==> config.mk <==
export PLATFORM = sky130hd
export DESIGN_NAME = aes3Tx
export DESIGN_NICKNAME = d
export VERILOG_FILES = /design/src/rtl/aes3TxPkg.sv /design/src/rtl/aes3TxCtrl.sv /design/src/rtl/aes3TxPath.sv /design/src/rtl/aes3Tx.sv
export SDC_FILE = /design/constraint.sdc
export NUM_CORES = 1
export LEC_CHECK = 0
export CAP_MARGIN = 20
export CELL_PAD_IN_SITES_DETAIL_PLACEMENT = 0
export CELL_PAD_IN_SITES_GLOBAL_PLACEMENT = 1
export CORE_AREA = 5 5 320 322
export CTS_BUF_LIST = sky130_fd_sc_hd__clkbuf_4 sky130_fd_sc_hd__clkbuf_8
export CTS_CLUSTER_DIAMETER = 30
export DETAILED_ROUTE_END_ITERATION = 10
export DIE_AREA = 0 0 325 327
export PLACE_DENSITY_LB_ADDON = 0.1
export SYNTH_ARGS = -nofsm -noshare
export SYNTH_HDL_FRONTEND = slang
export SYNTH_SLANG_ARGS = --single-unit
==> constraint.sdc <==
create_clock -name clk -period 3.3 [get_ports clk]
set_clock_uncertainty 0.05 [all_clocks]
set_input_delay 0.66 -clock clk [delete_from_list [all_inputs] [get_ports clk]]
set_output_delay 0.66 -clock clk [all_outputs]
set_load 0.03 [all_outputs]
==> src/rtl/aes3TxPkg.sv <==
package aes3TxPkg;
  parameter int BLOCK_FRAMES = 192;
  parameter int SAMPLE_W = 24;
  localparam int FRAME_W = $clog2(BLOCK_FRAMES);
  localparam int SUB_SLOTS = 32;
  localparam int SUB_CELLS = 2 * SUB_SLOTS;
  localparam int CELL_W = $clog2(2 * SUB_CELLS);
  localparam int SUBCELL_W = $clog2(SUB_CELLS);
  localparam int PAY_W = SUB_SLOTS - 4;

  localparam logic [7:0] PRE_B = 8'b11101000;
  localparam logic [7:0] PRE_M = 8'b11100010;
  localparam logic [7:0] PRE_W = 8'b11100100;

  typedef struct packed {
    logic                 emit;
    logic                 subStart;
    logic                 frameStart;
    logic                 chanB;
    logic [FRAME_W-1:0]   frameIdx;
    logic [SUBCELL_W-1:0] subCell;
  } txStrobe_t;
endpackage

==> src/rtl/aes3TxCtrl.sv <==
module aes3TxCtrl
  import aes3TxPkg::*;
#(
  parameter int SYNC_HOLD = 3
) (
  input  logic      clk,
  input  logic      rstN,
  input  logic      cellEn,
  input  logic      syncIsInput,
  input  logic      syncIn,
  output txStrobe_t strobe,
  output logic      syncOut
);
  localparam int HOLD_W = $clog2(SYNC_HOLD + 1);

  logic [CELL_W-1:0]  cellIdx;
  logic [FRAME_W-1:0] frameIdx;
  logic [1:0]         syncMeta;
  logic               syncLvl;
  logic [HOLD_W-1:0]  hiCnt;
  logic               armed;
  logic               forceStart;
  logic               emit;
  logic               blockFlag;

  assign syncLvl    = syncMeta[1];
  assign forceStart = syncLvl && armed && (hiCnt == HOLD_W'(SYNC_HOLD));
  assign emit       = cellEn && !forceStart;

  // sync qualifier: count consecutive high clocks, fire once per high level
  always_ff @(posedge clk) begin
    if (!rstN) begin
      syncMeta <= '0;
      hiCnt    <= '0;
      armed    <= 1'b1;
    end else begin
      syncMeta <= {syncMeta[0], syncIn & syncIsInput};
      if (!syncLvl) hiCnt <= '0;
      else if (hiCnt != HOLD_W'(SYNC_HOLD)) hiCnt <= hiCnt + 1'b1;
      if (!syncLvl) armed <= 1'b1;
      else if (forceStart) armed <= 1'b0;
    end
  end

  // cell and frame position
  always_ff @(posedge clk) begin
    if (!rstN) begin
      cellIdx  <= '0;
      frameIdx <= '0;
    end else if (forceStart) begin
      cellIdx  <= '0;
      frameIdx <= '0;
    end else if (emit) begin
      cellIdx <= cellIdx + 1'b1;
      if (cellIdx == CELL_W'(2 * SUB_CELLS - 1))
        frameIdx <= (frameIdx == FRAME_W'(BLOCK_FRAMES - 1)) ? '0 : frameIdx + 1'b1;
    end
  end

  always_ff @(posedge clk) begin
    if (!rstN) blockFlag <= 1'b0;
    else if (emit && cellIdx == '0) blockFlag <= (frameIdx == '0);
  end

  assign syncOut = blockFlag && !syncIsInput;

  always_comb begin
    strobe.emit       = emit;
    strobe.subStart   = emit && (cellIdx[SUBCELL_W-1:0] == '0);
    strobe.frameStart = emit && (cellIdx == '0);
    strobe.chanB      = cellIdx[CELL_W-1];
    strobe.frameIdx   = frameIdx;
    strobe.subCell    = cellIdx[SUBCELL_W-1:0];
  end
endmodule

==> src/rtl/aes3TxPath.sv <==
module aes3TxPath
  import aes3TxPkg::*;
(
  input  logic                    clk,
  input  logic                    rstN,
  input  txStrobe_t               strobe,
  input  logic                    sampleStrobe,
  input  logic [SAMPLE_W-1:0]     leftIn,
  input  logic [SAMPLE_W-1:0]     rightIn,
  input  logic                    validIn,
  input  logic [BLOCK_FRAMES-1:0] csLeft,
  input  logic [BLOCK_FRAMES-1:0] csRight,
  input  logic [BLOCK_FRAMES-1:0] userLeft,
  input  logic [BLOCK_FRAMES-1:0] userRight,
  input  logic                    userExtSel,
  input  logic                    userPin,
  input  logic                    mute,
  output logic                    lineLvl,
  output logic                    slipPulse
);
  logic [SAMPLE_W-1:0] holdL, holdR, txL, txR;
  logic                fresh;
  logic [SAMPLE_W-1:0] useL, audio;
  logic                cBit, uBit, parBit;
  logic [PAY_W-1:0]    newPay, payload;
  logic [7:0]          newPat, patReg, patNow;
  logic                startLvl, startNow;
  logic                dropEvt, repeatEvt;
  logic [4:0]          slotIdx;
  logic [4:0]          payIdx;
  logic                nextLvl;

  assign useL = fresh ? holdL : txL;

  always_comb begin
    audio  = strobe.chanB ? txR : useL;
    if (mute) audio = '0;
    cBit   = strobe.chanB ? csRight[strobe.frameIdx] : csLeft[strobe.frameIdx];
    uBit   = userExtSel ? userPin
           : (strobe.chanB ? userRight[strobe.frameIdx] : userLeft[strobe.frameIdx]);
    parBit = ^{cBit, uBit, validIn, audio};
    newPay = {parBit, cBit, uBit, validIn, audio};
    if (strobe.chanB) newPat = PRE_W;
    else if (strobe.frameIdx == '0) newPat = PRE_B;
    else newPat = PRE_M;
  end

  // sample holding and slip detection
  assign dropEvt   = sampleStrobe && fresh && !strobe.frameStart;
  assign repeatEvt = strobe.frameStart && !fresh;

  always_ff @(posedge clk) begin
    if (!rstN) begin
      holdL <= '0; holdR <= '0; txL <= '0; txR <= '0;
      fresh <= 1'b0; slipPulse <= 1'b0;
    end else begin
      slipPulse <= dropEvt || repeatEvt;
      if (strobe.frameStart && fresh) begin
        txL <= holdL;
        txR <= holdR;
      end
      if (sampleStrobe) begin
        holdL <= leftIn;
        holdR <= rightIn;
        fresh <= 1'b1;
      end else if (strobe.frameStart) begin
        fresh <= 1'b0;
      end
    end
  end

  // bi-phase mark encoder
  assign startNow = strobe.subStart ? lineLvl : startLvl;
  assign patNow   = strobe.subStart ? newPat : patReg;
  assign slotIdx  = strobe.subCell[SUBCELL_W-1:1];
  assign payIdx   = slotIdx - 5'd4;

  always_comb begin
    if (strobe.subCell < SUBCELL_W'(8))
      nextLvl = patNow[3'd7 - strobe.subCell[2:0]] ^ startNow;
    else if (!strobe.subCell[0])
      nextLvl = !lineLvl;
    else
      nextLvl = lineLvl ^ payload[payIdx];
  end

  always_ff @(posedge clk) begin
    if (!rstN) begin
      lineLvl  <= 1'b0;
      startLvl <= 1'b0;
      patReg   <= '0;
      payload  <= '0;
    end else if (strobe.emit) begin
      lineLvl <= nextLvl;
      if (strobe.subStart) begin
        startLvl <= lineLvl;
        patReg   <= newPat;
        payload  <= newPay;
      end
    end
  end
endmodule

==> src/rtl/aes3Tx.sv <==
module aes3Tx
  import aes3TxPkg::*;
#(
  parameter int SYNC_HOLD = 3
) (
  input  logic                    clk,
  input  logic                    rstN,
  input  logic                    cellEn,
  input  logic                    txClkOk,
  input  logic                    sampleStrobe,
  input  logic [SAMPLE_W-1:0]     leftIn,
  input  logic [SAMPLE_W-1:0]     rightIn,
  input  logic                    validIn,
  input  logic [BLOCK_FRAMES-1:0] csLeft,
  input  logic [BLOCK_FRAMES-1:0] csRight,
  input  logic [BLOCK_FRAMES-1:0] userLeft,
  input  logic [BLOCK_FRAMES-1:0] userRight,
  input  logic                    userExtSel,
  input  logic                    userPin,
  input  logic                    mute,
  input  logic                    outDisable,
  input  logic                    syncIsInput,
  input  logic                    syncIn,
  output logic                    syncOut,
  output logic                    syncOe,
  output logic                    txP,
  output logic                    txN,
  output logic                    slipPulse
);
  txStrobe_t strobe;
  logic      lineLvl;
  logic      driveOn;

  aes3TxCtrl #(.SYNC_HOLD(SYNC_HOLD)) u_ctrl (
    .clk(clk), .rstN(rstN), .cellEn(cellEn), .syncIsInput(syncIsInput),
    .syncIn(syncIn), .strobe(strobe), .syncOut(syncOut)
  );

  aes3TxPath u_path (
    .clk(clk), .rstN(rstN), .strobe(strobe), .sampleStrobe(sampleStrobe),
    .leftIn(leftIn), .rightIn(rightIn), .validIn(validIn),
    .csLeft(csLeft), .csRight(csRight), .userLeft(userLeft), .userRight(userRight),
    .userExtSel(userExtSel), .userPin(userPin), .mute(mute),
    .lineLvl(lineLvl), .slipPulse(slipPulse)
  );

  assign driveOn = rstN && txClkOk && !outDisable;
  assign txP     = driveOn && lineLvl;
  assign txN     = driveOn && !lineLvl;
  assign syncOe  = !syncIsInput;
endmodule

==> run_results.csv <==
group,metric,value,unit
run_status,status,"completed",
sta,hold_violations,0,
worst_hold_path,min_path_type,"reg2reg",
synth,ys.warnings.count,0,
clock_network,h-tree-depth,4,
sta,slew_violations,0,
floorplanning,floorplan.io_pins,833,
floorplanning,rows,116,
global_routing,grt_pass1_wl,127500,um
critical_path,cpPeakStageDelay,0.44,ns
critical_path,cp-start-kind,"flip-flop",
clock_network,clk_pin_slew,0.09,ns
synth,ys_seq_area_frac,0.2322,
synth,syn_area,13540,sq um
synth,synth_seq_cells,157,
job,cap_violations,0,
cells_and_area,seq_area,3162,sq um
cells_and_area,utilization,0.2512,
routing,vias,14410,
global_routing,grt_pass1_vias,16110,
synth,post_synth_mux_area_share,0.4429,
place,portBuffers,832,
synth,synth_top_family_by_area,"multiplexers",
synth,synth_flop_cell,"dfxtp_1",
cells_and_area,multi_input_area,9627,sq um
routing,drtPass1Iterations,5,
critical_path,crit_buf_inv,2,
routing,avgRoutedWirePerCell,26.57,um
sta,rsz0062_at_grt,"no",
sta,max_freq,0.3105,GHz
sta,fin_crit_sh,0.9758,
synth,synthAdderAreaFrac,0.006470,
routing,vias_per_cell,4.131,
critical_path,cp_top_family,"compound AO/OA/AOI/OAI gates",
synth,synth_compound_area_frac,0.1097,
power,vdd_drop_max,0.0002623,V
power,leakage,0.008562,uW
synth,syn_inst,1281,
clock_network,cts_tree,"built",
cells_and_area,layout.nets,3006,
global_routing,track_usage,0.1672,
routing,drt_iter0_drc,573,
critical_path,path_class,"reg2reg",
synth,synth_edf_count,0,
critical_path,slowest_stage,"o22ai_2",
critical_path,cp_data_required_time,3.67,ns
cells_and_area,fillerInstances,10660,
synth,syn_nets,2116,
sta,setup_violations,0,
synth,ys_async_sr_fraction,0,
sta,final.min_clock_period,3.220,ns
place,pre_cts_ws,-0.5119,ns
clock_network,cts_root_buf,"clkbuf_8",
sta,slew_headroom,0.5709,
sta,timing.hold.ws,0.3946,ns
power,p_per_area,215.7,nW/um^2
routing,drc_errors,0,
synth,synth_xor_xnor_area_share,0.02616,
floorplanning,core-area,99280,sq um
floorplanning,die_w,325,um
critical_path,end_kind,"flip-flop",
synth,yosysMostFrequentCell,"nand2_1",
floorplanning,dieArea,106300,sq um
clock_network,numCtsBuffers,17,
sta,max_slew.worst_pin.slew,0.6426,ns
clock_network,clk_path_buf_depth,2,
synth,netlist.top_cell.by_area,"mux4_2",
routing,drtAntennaViolNets,0,
floorplanning,die_y,327,um
clock_network,cts_sinks,157,
synth,ys_top_cells_by_count,"179 x nand2_1, 159 x mux4_2, 157 x dfxtp_1, 131 x mux2i_1, 108 x a21oi_1",
routing,wl,92690,um
clock_network,clk-insertion-delay-late,0.48,ns
synth,synth_top_area_share,0.2645,
critical_path,arrival,3.59,ns
synth,synth_simple_gate_area_frac,0.1150,
synth,ys_types,66,
synth,synth_area_leaders,"mux4_2 26%, dfxtp_1 23%, mux2i_1 9.7%, mux4_1 6.4%, nand2_1 5.0%",
global_routing,antenna_found_initial,16,
synth,syn_avg_cell_area,10.57,sq um
cells_and_area,final_layout_size_suffix_gt1_frac,0.1914,
place,place.gp.congestion,0.8309,
global_routing,grt_overflow,0,
sta,worst_slack,0.07987,ns
place,place_hpwl,80030,um
critical_path,worstPathCellList,"buf_12, or3_1, buf_4, o22ai_2, nor4_2, a32oi_1, a22oi_1, a32o_2, or3_4, and2_4, o211ai_2",
cells_and_area,syn2layout_area_growth,84.24,%
critical_path,crit_fanout,10,
floorplanning,start_util,0.1364,
global_routing,grt_max_degree,49,
## state kept, by name, summed over array words and instances (netlist names), 2 cells and up
| signal | flops |
|---|---|
| u_path.patReg | 8 |
| u_ctrl.hiCnt | 2 |
| u_path.txL | 24 |
| u_ctrl.syncMeta | 2 |
| u_ctrl.frameIdx | 8 |
| u_path.holdL | 24 |
| u_ctrl.cellIdx | 7 |
| u_path.txR | 24 |
| u_path.holdR | 24 |
| u_path.payload | 28 |
## cells by family after synthesis
group	Yosys count
and+or+nand+nor	360
muxes	344
AOI/OAI and AO/OA	232
DFF	157
buffers and inverters	150
xor gates and xnor gates	31
adders and majority gates	7
## report_power, final
part	internal, uW	switching, uW
clock	826	792
sequential	1960	47.4
combinational	1240	520
## metrics by stage
step                      setup TNS, ns  power [uW]  area, sq um  instances
after global placement           -1.293        3800        24190       3443
final                                 0        5379        24940       3488
after floorplan                       0        2557        13540       1281
after global routing                  0        5672        24940       3486
after CTS                             0        5489        24840       3480
after detailed placement         -1.326        3816        24190       3443
## worst register-to-register path: cells and delay by family, from the launching register on
family	cells	cell delay, ns
AOI/OAI and AO/OA	5	1.24
buffers and inverters	2	0.37
DFF	1	0.39
and+or+nand+nor	4	1.10
## worst paths after layout
| kind | from | endpoint | slack [ns] | cells after the start |
|---|---|---|---|---|
| setup reg to reg | u_ctrl.frameIdx[0] | u_path.payload[27] | 0.08 | 11 |
| hold / removal | u_ctrl.syncMeta[0] | u_ctrl.syncMeta[1] | 0.39 | 1 |
| hold reg to reg | u_ctrl.syncMeta[0] | u_ctrl.syncMeta[1] | 0.39 | 1 |
| setup / recovery | u_ctrl.frameIdx[0] | u_path.payload[27] | 0.08 | 11 |
## per-layer routing
| layer | GRT usage | routed length, um |
|---|---|---|
| met1 | 0.1897 | 35840 |
| met2 | 0.3319 | 52070 |
| met3 | 0.03171 | 4150 |
| met4 | 0.01935 | 597 |
| met5 | 0 | 27 |
## area by class of cell
class                           count  share of cell area
Tap cell                         1298             0.06512
Timing Repair Buffer              998              0.4005
Clock inverter                     11            0.006120
Sequential cell                   157              0.1268
Inverter                           23            0.003512
Clock buffer                       21             0.01134
Multi-Input combinational cell    974              0.3860
Antenna cell                        6           0.0006020
## placed cells by master (no fill, tap or decap), types with 21 or more instances in the layout
cell             count
a21oi_1            107
buf_4              135
mux2i_1            131
mux4_1              33
nor2_1             101
nor2b_1             21
clkdlybuf4s50_1    829
buf_12              24
nand2_1            179
mux4_2             159
dfxtp_1            150
## timing repair
item | 4_1_cts | 5_1_grt
setup endpoints to repair | 3 | 1
cloned | 3 | 0
setup buffers | 2 | 2
hold buffers | 0 | 0
resized for setup | 16 | 16
pin swaps | 4 | 5
No activity file was read; power rests on OpenSTA's default activity.
